**config.mk**
```make
export PLATFORM = sky130hd
export DESIGN_NAME = fuse_decoder
export DESIGN_NICKNAME = d
export VERILOG_FILES = /design/src/rtl/fuse_pkg.sv /design/src/rtl/fuse_match.sv /design/src/rtl/fuse_imm.sv /design/src/rtl/fuse_decoder.sv
export SDC_FILE = /design/constraint.sdc
export NUM_CORES = 1
export LEC_CHECK = 0
export BUFFER_PORTS_ARGS = -buffer_cell sky130_fd_sc_hd__buf_2
export CAP_MARGIN = 20
export CORE_MARGIN = 5
export CORE_UTILIZATION = 48
export DETAILED_ROUTE_END_ITERATION = 7
export MAX_ROUTING_LAYER = met4
export PLACE_DENSITY = 0.85
export SETUP_SLACK_MARGIN = 0.3
export SYNTH_ARGS = -nofsm -noshare
export SYNTH_HDL_FRONTEND = slang
export SYNTH_SLANG_ARGS = --single-unit
```
**constraint.sdc**
```tcl
create_clock -name clk -period 3.47 [get_ports clk]
set_input_delay 0.5205 -clock clk [delete_from_list [all_inputs] [get_ports clk]]
set_output_delay 0.5205 -clock clk [all_outputs]
set_load 0.1 [all_outputs]
```
**src/rtl/fuse_pkg.sv**
```systemverilog
package fuse_pkg;
  localparam int ILEN = 32;
  localparam int XLEN = 64;
  localparam int RLEN = 5;

  localparam logic [6:0] OPC_UPPER = 7'b0110111;
  localparam logic [6:0] OPC_ADDI  = 7'b0010011;
  localparam logic [6:0] OPC_SHOR  = 7'b0001011;

  typedef enum logic [1:0] {
    UOP_PASS   = 2'd0,
    UOP_LI32   = 2'd1,
    UOP_SHOR32 = 2'd2
  } uop_kind_e;
endpackage

```
**src/rtl/fuse_match.sv**
```systemverilog
module fuse_match
  import fuse_pkg::*;
#(
  parameter int IW = ILEN,
  parameter int RW = RLEN
) (
  input  logic [IW-1:0] insn0,
  input  logic [IW-1:0] insn1,
  input  logic          vld1,
  output logic          li_pair,
  output logic          shor_pair
);
  logic [RW-1:0] rd0, rd1, rs1_1;
  logic          upper0, addi1, shor0, shor1, rd0_nz;

  always_comb begin
    rd0    = insn0[7 +: RW];
    rd1    = insn1[7 +: RW];
    rs1_1  = insn1[15 +: RW];
    rd0_nz = |rd0;
    upper0 = insn0[6:0] == OPC_UPPER;
    addi1  = (insn1[6:0] == OPC_ADDI) && (insn1[14:12] == 3'b000);
    shor0  = insn0[6:0] == OPC_SHOR;
    shor1  = insn1[6:0] == OPC_SHOR;

    li_pair   = vld1 && rd0_nz && upper0 && addi1 &&
                (rd1 == rd0) && (rs1_1 == rd0) && !insn1[IW-1];
    shor_pair = vld1 && rd0_nz && shor0 && shor1 && (rd1 == rd0);
  end
endmodule

```
**src/rtl/fuse_imm.sv**
```systemverilog
module fuse_imm
  import fuse_pkg::*;
#(
  parameter int IW = ILEN,
  parameter int XW = XLEN
) (
  input  logic [IW-1:0] insn0,
  input  logic [IW-1:0] insn1,
  input  uop_kind_e     kind,
  output logic [XW-1:0] imm
);
  localparam int HW = XW - 32;
  logic [31:0] li_lo;
  logic [31:0] sh_lo;

  always_comb begin
    li_lo = {insn0[31:12], insn1[31:20]};
    sh_lo = {insn0[31:16], insn1[31:16]};
    unique case (kind)
      UOP_LI32:   imm = {{HW{li_lo[31]}}, li_lo};
      UOP_SHOR32: imm = {{HW{1'b0}}, sh_lo};
      default:    imm = '0;
    endcase
  end
endmodule

```
**src/rtl/fuse_decoder.sv**
```systemverilog
module fuse_decoder
  import fuse_pkg::*;
#(
  parameter int IW = ILEN,
  parameter int XW = XLEN,
  parameter int RW = RLEN
) (
  input  logic          clk,
  input  logic          rst_n,
  input  logic [IW-1:0] in_insn0,
  input  logic          in_vld0,
  input  logic [IW-1:0] in_insn1,
  input  logic          in_vld1,
  output logic          uop_valid,
  output logic [1:0]    uop_kind,
  output logic [RW-1:0] uop_rd,
  output logic [XW-1:0] uop_imm,
  output logic [IW-1:0] uop_raw,
  output logic [1:0]    uop_consumed
);
  logic          li_pair, shor_pair;
  uop_kind_e     kind_nxt;
  logic [XW-1:0] imm_nxt;
  logic [1:0]    cons_nxt;
  logic          data_en;

  logic          valid_q;
  uop_kind_e     kind_q;
  logic [RW-1:0] rd_q;
  logic [XW-1:0] imm_q;
  logic [IW-1:0] raw_q;
  logic [1:0]    cons_q;

  fuse_match #(.IW(IW), .RW(RW)) i_match (
    .insn0     (in_insn0),
    .insn1     (in_insn1),
    .vld1      (in_vld1),
    .li_pair   (li_pair),
    .shor_pair (shor_pair)
  );

  fuse_imm #(.IW(IW), .XW(XW)) i_imm (
    .insn0 (in_insn0),
    .insn1 (in_insn1),
    .kind  (kind_nxt),
    .imm   (imm_nxt)
  );

  always_comb begin
    data_en = in_vld0;
    if (li_pair)        kind_nxt = UOP_LI32;
    else if (shor_pair) kind_nxt = UOP_SHOR32;
    else                kind_nxt = UOP_PASS;
    if (!in_vld0)              cons_nxt = 2'd0;
    else if (kind_nxt != UOP_PASS) cons_nxt = 2'd2;
    else                       cons_nxt = 2'd1;
  end

  always_ff @(posedge clk or negedge rst_n) begin
    if (!rst_n) begin
      valid_q <= 1'b0;
      cons_q  <= 2'd0;
    end else begin
      valid_q <= in_vld0;
      cons_q  <= cons_nxt;
    end
  end

  always_ff @(posedge clk or negedge rst_n) begin
    if (!rst_n) begin
      kind_q <= UOP_PASS;
      rd_q   <= '0;
      imm_q  <= '0;
      raw_q  <= '0;
    end else if (data_en) begin
      kind_q <= kind_nxt;
      rd_q   <= in_insn0[7 +: RW];
      imm_q  <= imm_nxt;
      raw_q  <= in_insn0;
    end
  end

  assign uop_valid    = valid_q;
  assign uop_kind     = kind_q;
  assign uop_rd       = rd_q;
  assign uop_imm      = imm_q;
  assign uop_raw      = raw_q;
  assign uop_consumed = cons_q;
endmodule

```
* Word level (Yosys, flattened, before mapping)
Index checks and enable logic that the tools add are counted.
** Operators by class
- Equality and inequality tests :: 8
- $lt $le $gt $ge :: 0
- Mux-type cells :: 5
- Reductions and logical operators :: 14
- Multipliers :: 0
- Shifts and indexed selects :: 0
- Add/sub/neg operators :: 0
- Divide/modulo/power cells :: 0
- Bitwise logic cells :: 0
** Operators by type and width (number)
- $pmux W64 S2 :: 1
- $eq A7 B4 Y1 const B :: 2
- $eq A5 B5 Y1 :: 2
- $logic_and A1 B1 Y1 :: 10
- $mux W2 :: 4
- $eq A7 B5 Y1 const B :: 1
- $eq A7 B6 Y1 const B :: 1
- $reduce_or A5 Y1 :: 1
- $logic_not A3 Y1 :: 1
- $eq A2 B1 Y1 const B :: 1
- $eq A2 B2 Y1 const B :: 1
- $reduce_bool A2 Y1 :: 1
- $logic_not A1 Y1 :: 1
** Word-level totals
- Bits in read-only memories :: 0
- Latch bits :: 0
- Bits in writable memories :: 0
- Memories :: 0
- Output and inout port bits :: 106
- Word-level logic and storage cells :: 33
- Flip-flop bits (word level) :: 106

* Depth between registers and ports, before layout
Gate-level depths: netlist of the first run.
- Depth in word-level cells :: 11
- Gate-level depth with buffers :: 6

* Modules after synthesis
A second synthesis of the first run with hierarchy kept.
** Second synthesis, totals
- Cells, all modules :: 336
- Area, all modules :: 4692.0 µm²
** Modules (own cells, without submodules)
- fuse_decoder :: instances 1, sequential area each 2527.4 µm², area each 3838.7 µm², cells each 218
- fuse_imm :: instances 1, sequential area each 0.0 µm², area each 649.4 µm², cells each 93
- fuse_match :: instances 1, sequential area each 0.0 µm², area each 203.9 µm², cells each 25

* Worst setup path before layout of the first run
Ideal clock, no wire load.
- Path type :: flip-flop to output port
- Start point :: register uop_imm[62] (netlist name)
- End point :: output port uop_imm[33]
- Path buffers :: 1
- Path slack :: 1110 ps
- Cell stages (with the launch flop) :: 2
- Arrival :: 1839 ps
- Cells stage by stage :: dfrtp_1 -> buf_4
** RTL lines
- to (decl) :: line fuse_decoder.sv:17 : output logic [XW-1:0] uop_imm,

* Worst setup path in the final report of the first run
- Start point :: input port in_insn0[4]
- End point :: register imm_q[1], in the netlist uop_imm[1]
** Between the ends
- Longest elaborated chain between the ends :: 9
- Elaborated cells between the ends (all ways) :: 15
** Ends and longest elaborated chain
- from (decl) :: line fuse_decoder.sv:10 : input logic [IW-1:0] in_insn0,
- $eq A7 B6 Y1 :: line fuse_match.sv:21 : upper0 = insn0[6:0] == OPC_UPPER;
- $logic_and A1 B1 Y1 (3 in a row) :: line fuse_match.sv:26 : li_pair = vld1 && rd0_nz && upper0 && addi1 &&
- $logic_and A1 B1 Y1 (2 in a row) :: line fuse_match.sv:27 : (rd1 == rd0) && (rs1_1 == rd0) && !insn1[IW-1];
- $mux W2 * :: line fuse_decoder.sv:51 : if (li_pair) kind_nxt = UOP_LI32;
- $eq A2 B2 Y1 or $eq A2 B1 Y1 (tied branches) :: line fuse_imm.sv:19 : unique case (kind)
- $pmux W64 S2 * :: line fuse_imm.sv:19
- to (signal assigned) :: line fuse_decoder.sv:78 : imm_q <= imm_nxt;
- to (decl) :: line fuse_decoder.sv:30 : logic [XW-1:0] imm_q;
Mark *: on every way between the ends. The rest lies on a longest branch, timed or not.
A chain may end at the register's enable or synchronous reset.

==> results of run 1 <==
==> critical path, delay by kind of cell <==
kind,cells,cell delay (ns)
AND/OR/NAND/NOR,3,1.62
AO/OA/AOI/OAI,2,0.29
buffers and inverters,1,0.12
==> state kept, by name, summed over array words and instances (netlist names) <==
name and count:
uop_consumed 2, uop_imm 33, uop_kind 2, uop_raw 28, uop_rd 4, uop_valid 1
==> metrics by stage <==
stage	total power [mW]	instance area [sq um]	hold WS (ns)	setup slack, ns
floorplan	1.335	3256	0.2249	1.110
global placement	1.458	3918	0.4637	0.5572
detailed placement	1.466	3918	0.4712	0.4520
CTS	2.073	4095	0.1636	0.8296
global route	2.147	4103	0.1654	1.059
finish	2.059	4103	0.1492	1.170
==> logic make-up (layout without fill, tap and decap cells) <==
| logic type | count (synthesis) | count (layout) | share of synthesized area |
|---|---|---|---|
| DFF | 70 | 70 | 0.5380 |
| buffers and inverters | 75 | 218 | 0.1291 |
| and+or+nand+nor | 74 | 74 | 0.1291 |
| AOI/OAI and AO/OA | 67 | 67 | 0.1318 |
| muxes | 13 | 13 | 0.04497 |
| xor gates and xnor gates | 10 | 10 | 0.02690 |
==> layout make-up <==
class                           instances  area (sq um)
Multi-Input combinational cell        164          1084
Clock buffer                            9         123.9
Inverter                               25         93.84
Timing Repair Buffer                  177         895.9
Clock inverter                          7         53.80
Sequential cell                        70          1752
Tap cell                               80         100.1
Fill cell                             588          2579
==> power by group through the flow <==
| stage | Combinational, mW | Clock, mW | Sequential [mW] |
|---|---|---|---|
| after floorplan | 0.132 | 0 | 1.20 |
| after global placement | 0.566 | 0 | 0.892 |
| after detailed placement | 0.572 | 0 | 0.895 |
| after CTS | 0.572 | 0.622 | 0.879 |
| after global routing | 0.595 | 0.667 | 0.885 |
| final | 0.569 | 0.612 | 0.879 |
==> worst paths after layout <==
check                             start           to  slack [ns]  cells past startpoint
setup reg to reg            uop_imm[62]  uop_imm[62]        2.46                      1
hold reg to reg             uop_imm[30]  uop_imm[30]        0.49                      1
max in group asynchronous         rst_n  uop_imm[21]        2.51                      2
setup / recovery            in_insn0[4]   uop_imm[1]        1.17                      6
hold / removal                    rst_n  uop_imm[17]        0.15                      1
min in group clk           in_insn0[22]  uop_raw[22]        0.38                      3
==> metal layers <==
| metal | share of wire | global-route usage | up-vias |
|---|---|---|---|
| met5 | 0 | - | - |
| met4 | 0.018 | 0.08416 | 0 |
| met3 | 0.085 | 0.06011 | 16 |
| met2 | 0.48 | 0.3559 | 130 |
| met1 | 0.41 | 0.2621 | 1271 |
| li1 | - | - | 1310 |
==> layout by cell type, fill, tap and decap left out, types with 2 or more instances in the layout <==
master	instances
o221ai_1	3
a21oi_1	7
buf_4	4
or4_1	2
dfrtp_1	70
nand4_1	5
nand2_1	27
xnor2_1	10
nand4b_1	2
clkinv_2	2
mux2_2	13
o2bb2ai_1	17
nand3_1	11
or3_1	2
a31oi_1	12
nor2_1	10
clkbuf_8	9
inv_1	24
o21ai_0	27
nor2b_1	6
buf_2	173
inv_6	4
==> results.yml, run 1 <==
status:
  status: "complete, no violations"
pwr:
  pwr-share-clk: 0.297
  ir_worst_vdd_uv: 316.4
  pwr-share-seq: 0.427
  internal_power_mw: 1.224
  powerDensity_nw_per_um2: 501.9
  switchingPower_uw: 834.8
  combinational_power_share: 0.276
  power_leakage_nw: 2.181
  power_switching_share: 0.4054
timing:
  setup_repair_after_global_routing_missed_its_margin: "false"
  setup_viol: 0
  max_slew.worst_pin.slew_ns: 0.7869
  final.min_clock_period_ns: 2.300
  timing.clock.skew_ns: 0
  final.period_utilization: 0.6630
  timing.final.hold_violations: 0
  timing.fmax_mhz: 434.7
  setup_total_negative_slack_ns: 0
  timing.final.max_slew_violations: 0
  timing.max_slew.rel_slack: 0.4754
detailed_routing:
  dr.pass1.iters: 4
  total_via_count_in_the_routed_design: 2727
  antenna_violating_nets_post_route: 0
  route.detailed.wl_per_inst_um: 16.40
  detail_route.vias_per_cell: 5.126
  drt_wl_total_mm: 8.724
  drt_drc_violations_left: 0
  detailedRoute.firstIterationViolations: 115
yosys:
  ys_dominant_reg_cell: "dfrtp_1"
  synth_edf_count: 0
  yosysMostFrequentCell: "dfrtp_1"
  syn_inst: 309
  netlist_top_cells_count: "70 x dfrtp_1, 36 x buf_4, 27 x nand2_1, 27 x o21ai_0, 24 x inv_1"
  synthDominantAreaCellType: "dfrtp_1"
  syn_nets: 377
  netlist-cell-type-count: 32
  ys.warnings.count: 0
  asyncSetResetFlopFracSynth: 1.000
  yosys-top-cells-area: "dfrtp_1 54%, buf_4 8.3%, o2bb2ai_1 4.6%"
  synth_seq_cells: 70
  synth_sequential_area_ratio: 0.5380
  netlist.area_leader.share: 0.5380
  syn-mean-instance-area_sq_um: 10.54
  mappedNetlistArea_sq_um: 3256
setup_path:
  critical_path.cell_chain: "buf_2, or4b_4, nor3b_4, nor4b_4, a31oi_1, o21ai_0"
  cp_data_required_time_ns: 3.73
  critPathMaxStageDelay_ns: 0.65
  crit_slowest_cell: "nor4b_4"
  critical_path.endpoint_type: "register"
  path_class: "in -> reg"
  crit_fanout: 10
  timing.critical_path.from_type: "primary input"
  critPathArrivalTime_ns: 2.56
clocking:
  buffers_inserted_during_post_cts_setup_optimization: 0
  root_buffer: "clkbuf_8"
  path_clk_slew_ns: 0.09
  numClockSinks: 70
  tritoncts: "done"
  hold_buffers: 0
  cts_resized: 0
  cts-buffers-inserted: 9
  clock_insertion_delay_worst_skew_ns: 0.35
  cts.path.max_buffers: 2
  ctsHtreeMaxLevel: 3
die:
  die_area_sq_um: 8529
  placementRows: 30
  die_height_um: 92.36
  ioPinCount: 174
  core_area_sq_um: 6681
  initial_core_util: 0.4873
  floorplan.die.width_um: 92.36
cells_and_area:
  layout-drive-gt1-share: 0.4690
  finalNetCount: 515
  antenna_cells: 0
  final_util: 0.6140
  areaGrowthSynthToFinish_pct: 26.02
  finish.cell_count_without_fillers: 532
run:
  maxCapViolations: 0
grt:
  antenna_found_initial: 0
  grt_start_max_net_pins: 85
  grtUsageTotal: 0.2196
  global_route.overflow_total: 0
  first_pass_grt_wire_length_mm: 14.30
  via_count_of_the_first_global_routing_pass: 2898
placed_design:
  dp_hpwl_mm: 6.444
  port_buffers: 173
  gp_congestion: 0.7973
  dpl.cell_count: 515
hold_path:
  worst_hold_path_type: "in -> async"
Note: power is estimated with default switching activity, not from simulation.
==> run 2, diff against run 1 <==
CORE_UTILIZATION = 45   (was 48)
PLACE_DENSITY = 0.8   (was 0.85)
clock period = 2.3 ns   (was 3.47 ns; I/O delays follow)
==> results.yml, run 2 (synthesis results as in run 1) <==
clocking:
  path_clk_slew_ns: 0.07
  clock_insertion_delay_worst_skew_ns: 0.34
  hold_buffers: 0
  ctsHtreeMaxLevel: 3
  numClockSinks: 70
  root_buffer: "clkbuf_8"
  cts.path.max_buffers: 2
  cts-buffers-inserted: 9
  tritoncts: "done"
detailed_routing:
  total_via_count_in_the_routed_design: 2774
  drt_drc_violations_left: 0
  drt_wl_total_mm: 8.821
  antenna_violating_nets_post_route: 0
  route.detailed.wl_per_inst_um: 15.61
  dr.pass1.iters: 4
  detailedRoute.firstIterationViolations: 65
  detail_route.vias_per_cell: 4.910
cells_and_area:
  largest_register_ffs: 33
  layout-drive-gt1-share: 0.4893
  layout.cells.most_common: "buf_2"
  finalNetCount: 529
  final.fill_count: 676
  most_frequent_cells_in_the_layout: "173 x buf_2, 69 x dfrtp_1, 27 x nand2_1, 27 x o21ai_0, 24 x inv_1"
  final_util: 0.5992
  antenna_cells: 0
  layout.cell_area.non_filler_sq_um: 4277
  areaGrowthSynthToFinish_pct: 31.36
setup_path:
  cp_data_required_time_ns: 2.54
  critPathArrivalTime_ns: 2.12
  path_class: "in -> reg"
  path_delay_family: "simple AND/OR/NAND/NOR gates"
  critPathMaxStageDelay_ns: 0.50
  crit_slowest_cell: "or4_4"
  worst-path-buf-inv: 2
  critical_path.endpoint_type: "register"
  crit_fanout: 10
  critical_path.cell_chain: "buf_2, xnor2_1, nand4_1, buf_4, or3_1, or4_4, o21ai_0"
  timing.critical_path.from_type: "primary input"
placed_design:
  dp_hpwl_mm: 6.774
  gp_congestion: 0.8417
  port_buffers: 173
  placement.cell_area_sq_um: 4058
grt:
  via_count_of_the_first_global_routing_pass: 2805
  first_pass_grt_wire_length_mm: 13.45
  antenna_found_initial: 0
  grt_start_max_net_pins: 41
  global_route.overflow_total: 0
  grtUsageTotal: 0.2017
pwr:
  pwr-share-seq: 0.426
  internal_power_mw: 1.883
  powerDensity_nw_per_um2: 727.7
  report.power.total_mw: 3.112
  ir_worst_vdd_uv: 487.0
  combinational_power_share: 0.282
  power_leakage_nw: 2.254
  pwr-share-clk: 0.293
  switchingPower_mw: 1.230
  power_switching_share: 0.3951
die:
  placementRows: 31
  core_area_sq_um: 7137
  ioPinCount: 174
  die_height_um: 95.06
  floorplan.die.width_um: 95.06
  die_area_sq_um: 9035
  initial_core_util: 0.4562
run:
  maxCapViolations: 0
timing:
  timing.clock.skew_ns: 0
  max_slew.worst_pin.slew_ns: 0.7607
  setup_repair_after_global_routing_missed_its_margin: "false"
  timing.max_slew.rel_slack: 0.4928
  final.min_clock_period_ns: 1.876
  final.period_utilization: 0.8156
  setup_viol: 0
  timing.fmax_mhz: 533.1
  setup_total_negative_slack_ns: 0
  timing.final.max_slew_violations: 0
  timing.final.hold_violations: 0
status:
  status: "complete, no violations"
hold_path:
  worst_hold_path_type: "in -> async"
==> run 2: worst paths after layout <==
| path | from | end | slack [ns] | cells past startpoint |
|---|---|---|---|---|
| max | in_insn0[8] | uop_imm[1] | 0.42 | 7 |
| min | rst_n | uop_raw[6] | 0.07 | 1 |
| max reg2reg | uop_imm[1] | uop_imm[1] | 1.40 | 3 |
| min reg2reg | uop_imm[27] | uop_imm[27] | 0.49 | 1 |
| max in group asynchronous | rst_n | uop_raw[30] | 1.55 | 2 |
| min in group clk | in_insn0[20] | uop_raw[20] | 0.23 | 3 |
==> run 2: routing by layer <==
metal / part of all wire / routed length [um] / GRT usage
met3: 0.088 / 773 / 0.05762
met5: 0 / 0 / -
met1: 0.41 / 3575 / 0.2354
met2: 0.47 / 4179 / 0.3171
met4: 0.033 / 293 / 0.1058
==> run 2: power groups by stage <==
stage	clock network [mW]	logic, mW	registers, mW
global placement	0	0.871	1.35
finish	0.912	0.876	1.32
floorplan	0	0.200	1.81
CTS	0.938	0.882	1.33
global route	0.996	0.915	1.33
detailed placement	0	0.881	1.35
==> run 2: repair_timing <==
action,in CTS,in global routing
resized for setup,2,0
endpoints found under the hold margin,0,0
pin swaps,0,1
setup buffers,0,3
setup endpoints to repair,18,18
==> run 2: worst reg2reg max path, cell delays in order, from the launching register on <==
cell and delay [ns]:
dfrtp_1 0.40, nor2b_1 0.14, a31oi_1 0.13, o21ai_0 0.11
==> run 2: area by class of cell <==
type,count,area (sq um),area share
sequential,70,1753,0.4099
multi-input combinational,164,1096,0.2563
timing repair buffer,191,1026,0.2399
clock buffer,10,137.6,0.03218
tap,99,123.9,0.02896
inverter,25,93.84,0.02194
clock inverter,6,46.29,0.01083
==> run 2: metrics by stage <==
| step | hold slack, ns | std cells | worst slack (ns) |
|---|---|---|---|
| 2_1_floorplan | 0.04941 | 309 | 0.3726 |
| 6_report | 0.07212 | 565 | 0.4241 |
| 5_1_grt | 0.1119 | 565 | 0.3886 |
| 3_3_place_gp | 0.4530 | 546 | -0.3989 |
| 4_1_cts | 0.08347 | 562 | 0.2856 |
| 3_5_place_dp | 0.4595 | 546 | -0.4857 |
